<file path="src/rtl/dpr_pkg.sv">
package dpr_pkg;

  typedef enum logic [1:0] {
    OP_IDLE  = 2'd0,
    OP_READ  = 2'd1,
    OP_WRITE = 2'd2,
    OP_CLEAR = 2'd3
  } port_op_t;

  typedef enum logic [1:0] {
    SRC_ZERO  = 2'd0,
    SRC_ARRAY = 2'd1,
    SRC_OWN   = 2'd2,
    SRC_XPORT = 2'd3
  } out_src_t;

  // Clear outranks write; a disabled port does nothing.
  function automatic port_op_t decode_op(input logic en, input logic we, input logic clr);
    if (!en) return OP_IDLE;
    if (clr) return OP_CLEAR;
    if (we)  return OP_WRITE;
    return OP_READ;
  endfunction

  // Output source for the next cycle of one port.
  function automatic out_src_t pick_src(input port_op_t own_op, input port_op_t other_op,
                                        input logic same_addr);
    case (own_op)
      OP_CLEAR: return SRC_ZERO;
      OP_WRITE: return SRC_OWN;
      OP_READ:  return (other_op == OP_WRITE && same_addr) ? SRC_XPORT : SRC_ARRAY;
      default:  return SRC_ARRAY;
    endcase
  endfunction

endpackage

</file>
<file path="src/rtl/dpr_array.sv">
module dpr_array #(
  parameter int DATA_W = 16,
  parameter int ADDR_W = 6
) (
  input  logic              clk,
  input  logic              a_wr,
  input  logic              a_rd,
  input  logic [ADDR_W-1:0] a_addr,
  input  logic [DATA_W-1:0] a_wdata,
  output logic [DATA_W-1:0] a_q,
  input  logic              b_wr,
  input  logic              b_rd,
  input  logic [ADDR_W-1:0] b_addr,
  input  logic [DATA_W-1:0] b_wdata,
  output logic [DATA_W-1:0] b_q
);
  localparam int DEPTH = 1 << ADDR_W;

  logic [DATA_W-1:0] mem [DEPTH];

  // Port A is written last so it owns a same-address double write.
  always_ff @(posedge clk) begin
    if (b_wr) mem[b_addr] <= b_wdata;
    if (a_wr) mem[a_addr] <= a_wdata;
  end

  // Read-before-write array registers; forwarding is added outside.
  always_ff @(posedge clk) begin
    if (a_rd) a_q <= mem[a_addr];
    if (b_rd) b_q <= mem[b_addr];
  end
endmodule

</file>
<file path="src/rtl/dpr_bypass_ctl.sv">
module dpr_bypass_ctl
  import dpr_pkg::*;
#(
  parameter int ADDR_W = 6
) (
  input  logic              clk,
  input  logic              rst,
  input  port_op_t          op_a,
  input  port_op_t          op_b,
  input  logic [ADDR_W-1:0] addr_a,
  input  logic [ADDR_W-1:0] addr_b,
  output out_src_t          src_a_nx,
  output out_src_t          src_b_nx,
  output logic              collide
);
  logic same_addr;

  assign same_addr = (addr_a == addr_b);
  assign src_a_nx  = pick_src(op_a, op_b, same_addr);
  assign src_b_nx  = pick_src(op_b, op_a, same_addr);

  always_ff @(posedge clk) begin
    if (rst) collide <= 1'b0;
    else     collide <= (op_a == OP_WRITE) && (op_b == OP_WRITE) && same_addr;
  end
endmodule

</file>
<file path="src/rtl/dpr_out_stage.sv">
module dpr_out_stage
  import dpr_pkg::*;
#(
  parameter int DATA_W = 16
) (
  input  logic              clk,
  input  logic              rst,
  input  logic              load,
  input  out_src_t          src_nx,
  input  logic [DATA_W-1:0] own_wdata,
  input  logic [DATA_W-1:0] xport_wdata,
  input  logic [DATA_W-1:0] array_q,
  output logic [DATA_W-1:0] dout
);
  out_src_t          src_q;
  logic [DATA_W-1:0] own_q;
  logic [DATA_W-1:0] xport_q;

  // Every source holds while the port is idle, so the output holds too.
  always_ff @(posedge clk) begin
    if (rst)       src_q <= SRC_ZERO;
    else if (load) src_q <= src_nx;
  end

  always_ff @(posedge clk) begin
    if (load && src_nx == SRC_OWN)   own_q   <= own_wdata;
    if (load && src_nx == SRC_XPORT) xport_q <= xport_wdata;
  end

  always_comb begin
    case (src_q)
      SRC_ARRAY: dout = array_q;
      SRC_OWN:   dout = own_q;
      SRC_XPORT: dout = xport_q;
      default:   dout = '0;
    endcase
  end
endmodule

</file>
<file path="src/rtl/dpr_bypass_ram.sv">
module dpr_bypass_ram
  import dpr_pkg::*;
#(
  parameter int DATA_W = 16,
  parameter int ADDR_W = 6
) (
  input  logic              clk,
  input  logic              rst,
  input  logic              a_en,
  input  logic              a_we,
  input  logic              a_clr,
  input  logic [ADDR_W-1:0] a_addr,
  input  logic [DATA_W-1:0] a_din,
  output logic [DATA_W-1:0] a_dout,
  input  logic              b_en,
  input  logic              b_we,
  input  logic              b_clr,
  input  logic [ADDR_W-1:0] b_addr,
  input  logic [DATA_W-1:0] b_din,
  output logic [DATA_W-1:0] b_dout,
  output logic              collide
);
  localparam int NPORT = 2;

  port_op_t          op     [NPORT];
  out_src_t          src_nx [NPORT];
  logic [DATA_W-1:0] din    [NPORT];
  logic [DATA_W-1:0] q      [NPORT];
  logic [DATA_W-1:0] dout   [NPORT];

  assign op[0]  = decode_op(a_en, a_we, a_clr);
  assign op[1]  = decode_op(b_en, b_we, b_clr);
  assign din[0] = a_din;
  assign din[1] = b_din;
  assign a_dout = dout[0];
  assign b_dout = dout[1];

  dpr_array #(.DATA_W(DATA_W), .ADDR_W(ADDR_W)) u_array (
    .clk     (clk),
    .a_wr    (op[0] == OP_WRITE),
    .a_rd    (op[0] == OP_READ),
    .a_addr  (a_addr),
    .a_wdata (a_din),
    .a_q     (q[0]),
    .b_wr    (op[1] == OP_WRITE),
    .b_rd    (op[1] == OP_READ),
    .b_addr  (b_addr),
    .b_wdata (b_din),
    .b_q     (q[1])
  );

  dpr_bypass_ctl #(.ADDR_W(ADDR_W)) u_ctl (
    .clk      (clk),
    .rst      (rst),
    .op_a     (op[0]),
    .op_b     (op[1]),
    .addr_a   (a_addr),
    .addr_b   (b_addr),
    .src_a_nx (src_nx[0]),
    .src_b_nx (src_nx[1]),
    .collide  (collide)
  );

  for (genvar p = 0; p < NPORT; p++) begin : g_port
    dpr_out_stage #(.DATA_W(DATA_W)) u_out (
      .clk         (clk),
      .rst         (rst),
      .load        (op[p] != OP_IDLE),
      .src_nx      (src_nx[p]),
      .own_wdata   (din[p]),
      .xport_wdata (din[NPORT-1-p]),
      .array_q     (q[p]),
      .dout        (dout[p])
    );
  end
endmodule

</file>
<file path="config.mk">
export PLATFORM = sky130hd
export DESIGN_NAME = dpr_bypass_ram
export DESIGN_NICKNAME = d
export VERILOG_FILES = /design/src/rtl/dpr_pkg.sv /design/src/rtl/dpr_array.sv /design/src/rtl/dpr_bypass_ctl.sv /design/src/rtl/dpr_out_stage.sv /design/src/rtl/dpr_bypass_ram.sv
export SDC_FILE = /design/constraint.sdc
export NUM_CORES = 2
export LEC_CHECK = 0
export CAP_MARGIN = 20
export CORE_ASPECT_RATIO = 1.2
export CORE_MARGIN = 3
export CORE_UTILIZATION = 23
export CTS_BUF_LIST = sky130_fd_sc_hd__clkbuf_4
export CTS_CLUSTER_SIZE = 14
export DETAILED_ROUTE_END_ITERATION = 6
export DONT_BUFFER_PORTS = 1
export HOLD_SLACK_MARGIN = 0.08
export PLACE_DENSITY_LB_ADDON = 0.08
export SYNTH_ARGS = -nofsm -noshare
export SYNTH_HDL_FRONTEND = slang
export SYNTH_SLANG_ARGS = --single-unit
export TNS_END_PERCENT = 5
</file>
<file path="constraint.sdc">
create_clock -name clk -period 4.9 [get_ports clk]
set_input_delay 0.735 -clock clk [delete_from_list [all_inputs] [get_ports clk]]
set_output_delay 0.735 -clock clk [all_outputs]
set_load 0.05 [all_outputs]
</file>
==> summary.md <==
| Metric | Value |
|---|---|
| # Max-Cap Violations | `0` |
| Die Span X | `489 um` |
| Highest metal used | `met5` |
| Starting Density | `23.2%` |
| Final wirelength | `377000 um` |
| Final Setup Violations | `0` |
| Worst Skew | `between 0.08 and 0.09 ns` |
| Type of element launching the critical path | `input port` |
| Die footprint | `286000 um^2` |
| Fin. Hold Viols | `0` |
| # rows | `around 210` |
| Failing checks | `design-rule violations` |
| Core area | `277000 um^2` |
| Port Buffers | `0` |
| Later-pin clock latency in the skew report | `1.30 ns` |
| Vias post-DR | `51800` |
| Top post-synthesis cells by count | `edfxtp_1 (1120), mux2_2 (1084), clkbuf_1 (388)` |
| Final slew viol count | `0` |
| Final worst setup slack | `0.721 ns` |
| Post-route DRC | `2` |
| Post-DR vias/cell | `~5.7` |
| Rel. slew slack | `17.8%` |
| Max clock buf depth | `4` |
| Pre-CTS setup slack | `0.397 ns` |
| CTS tree | `yes` |
| Synth Register Bits | `1125` |
| Fmax | `approximately 0.24 GHz` |
| Wl on met1 | `154000 um` |
| Clock share of power | `between 40% and 50%` |
| CTS sink cnt | `1125` |
| Synth area leader | `edfxtp_1` |
| VDD IR max | `181 uV` |
| Seq pwr share | `between 40% and 50%` |
| Final Instance Area | `roughly 76000 um^2` |
| Yosys top cell area share | `a little over half` |
| Placed inst area | `roughly 70000 um^2` |
| Final core occ | `27.4%` |
| Most frequent cell after synthesis | `edfxtp_1` |
| Post-Synthesis Cells | `5029` |
| P_int | `between 15 and 20 mW` |
| Number of synthesized flops with an enable pin | `1120` |
| Nets | `between 5000 and 6000` |
| Syn nets | `5081` |
| First-pass GRT wire length | `496000 um` |
| Global Route Usage Sum | `25.6%` |
| RSZ-0062 raised after global routing | `no` |
| Share of layout cells above drive strength 1 | `40.9%` |
| Area contributors post-synth | `edfxtp_1 (52%), mux2_2 (19%), a221oi_1 (5.0%)` |
| Crit path capture type | `flip-flop` |
| H-tree levels | `5` |
| Async set-reset flop share out of synthesis | `0%` |
| Sequential area share after synthesis | `52.5%` |
| Sw frac | `29.3%` |
| Synth-to-Final Area Change | `18.1%` |
| CTS clk-pin slew, worst paths | `0.07 ns` |
| Antenna-violating nets left | `0` |
| Met2 wire length | `178000 um` |
| Setup CP Type | `in2reg` |
| Initial antenna violation count | `between 50 and 60` |
| Gp weighted congestion | `0.851` |
| Fin crit share | `85.3%` |
| Min cycle time layout | `around 4.2 ns` |
| GRT overflow | `0` |
| Switching Power | `6.76 mW` |
| P_leak | `between 20 and 25 nW` |
| PwrDens | `304 nW/um^2` |
| Post-Syn Area | `~64000 um^2` |
| Post-synthesis cell type count | `65` |
| Post-DP HPWL | `224000 um` |
| Most common flop cell mapped by yosys | `edfxtp_1` |
| Data required, critical path | `5.82 ns` |
| Combinational share of power | `13.0%` |
| Status | `complete, but fails checks` |
| Vias in the first global route | `50900` |
| Drt wl/cell | `slightly above 40 um` |
| Highest net fanout along the worst path | `17` |
| Hold Path Class | `in2reg` |
| Metal3 WL | `28500 um` |
| Avg Inst Size Synth | `about 13 um^2` |
| CTS root buffer | `clkbuf_4` |
| Num ports | `85` |
| Slew @ Worst Pin | `between 1 and 1.5 ns` |
| Largest net degree at the start of global routing | `between 200 and 300` |
| Inserted Clock Buffers | `338` |
| Yosys warns | `0` |
| DRT iter0 DRCs | `7338` |
| Crit path DAT | `5.10 ns` |
| Die Height | `585 um` |
| Drt first pass iters | `7` |
-- cells in the final DEF (no fill, tap or decap), drive strengths merged, types with 18 or more instances in the layout --
| cell | count |
|---|---|
| mux2 | 1091 |
| nand2 | 145 |
| nor2 | 173 |
| o21ai | 204 |
| o211ai | 22 |
| or4 | 24 |
| o22ai | 131 |
| nor2b | 20 |
| edfxtp | 1120 |
| a21oi | 268 |
| a221oi | 379 |
| diode | 38 |
| mux2i | 184 |
| buf | 444 |
| clkinv | 59 |
| inv | 18 |
| a22oi | 229 |
| a22o | 190 |
| dlygate4sd3 | 62 |
| mux4 | 27 |
| nand4 | 27 |
| clkbuf | 480 |
-- per-layer routing --
metal | GRT usage (%) | vias up
li1 | - | 20900
met1 | 32.9 | 27400
met2 | 42.1 | 2865
met3 | 4.72 | 581
met4 | 10.4 | 18
met5 | 0 | -
-- area by class of cell --
class                           count  area [um^2]
Sequential cell                  1125        33700
Multi-Input combinational cell   3243        28200
Timing Repair Buffer              506         5310
Clock buffer                      480         3600
Inverter                            7         31.3
Clock inverter                     73          358
Antenna cell                       38         95.1
Fill cell                       28600       201000
Tap cell                         3621         4530
-- final timing paths --
check                      start                           to  slack (ns)  cells after the start
max                    b_addr[5]  g_port[1].u_out.xport_q[15]        0.72                     10
min                    b_addr[4]              u_array.b_q[14]        0.20                      3
max reg2reg   u_array.mem[63][8]               u_array.a_q[8]        1.78                      5
min reg2reg  u_array.mem[33][15]              u_array.a_q[15]        0.83                      3
-- through the flow --
step	hold slack [ns]	TNS (ns)	power [mW]	cells
finish	0.196	0	23.1	9093
global route	0.0701	0	23.9	9074
global placement	0.690	-0.465	13.2	8402
detailed placement	0.697	0	13.2	8407
CTS	0.0818	0	23.4	9052
floorplan	0.638	0	12.5	5029
-- power groups by stage --
stage / combinational [mW] / clock, mW / sequential (mW)
6_report: 3.00 / 9.36 / 10.7
5_1_grt: 3.08 / 10.1 / 10.7
4_1_cts: 2.96 / 9.71 / 10.7
3_5_place_dp: 2.32 / 0 / 10.9
3_3_place_gp: 2.30 / 0 / 10.9
2_1_floorplan: 1.62 / 0 / 10.9
-- kinds of logic (layout without fill, tap and decap cells) --
| group | after synthesis | count (layout) | share of synthesized area (%) |
|---|---|---|---|
| xor+xnor | 6 | 6 | 0.0818 |
| mux | 1302 | 1302 | 22.9 |
| other cells | 0 | 38 | 0 |
| compound gates | 1478 | 1478 | 16.5 |
| buf+inv | 661 | 1066 | 4.49 |
| simple gates | 457 | 457 | 3.52 |
| flops | 1125 | 1125 | 52.5 |
-- worst max-delay path, stage by stage --
cell,delay (ns)
dlygate4sd3_1,0.82
xnor2_1,0.17
dlygate4sd3_1,0.56
nand4_1,0.07
dlygate4sd3_1,0.56
nor3_1,0.91
dlygate4sd3_1,0.78
nand2_1,0.10
nor2_1,0.10
buf_4,0.28
-- state kept, by name, indices dropped and copies added (netlist names) --
name	cells
g_port.u_out.own_q	32
u_array.b_q	16
u_array.mem	1024
u_array.a_q	16
g_port.u_out.xport_q	32
u_ctl.collide	1
g_port.u_out.src_q	4
-- timing repair --
| action | 4_1_cts | 5_1_grt |
|---|---|---|
| resized for setup | 0 | 0 |
| buffers inserted | 0 | 0 |
| endpoints found under the hold margin | 1151 | 1 |
| hold buffers | 92 | 2 |
Note: power is estimated with default switching activity, not from simulation.
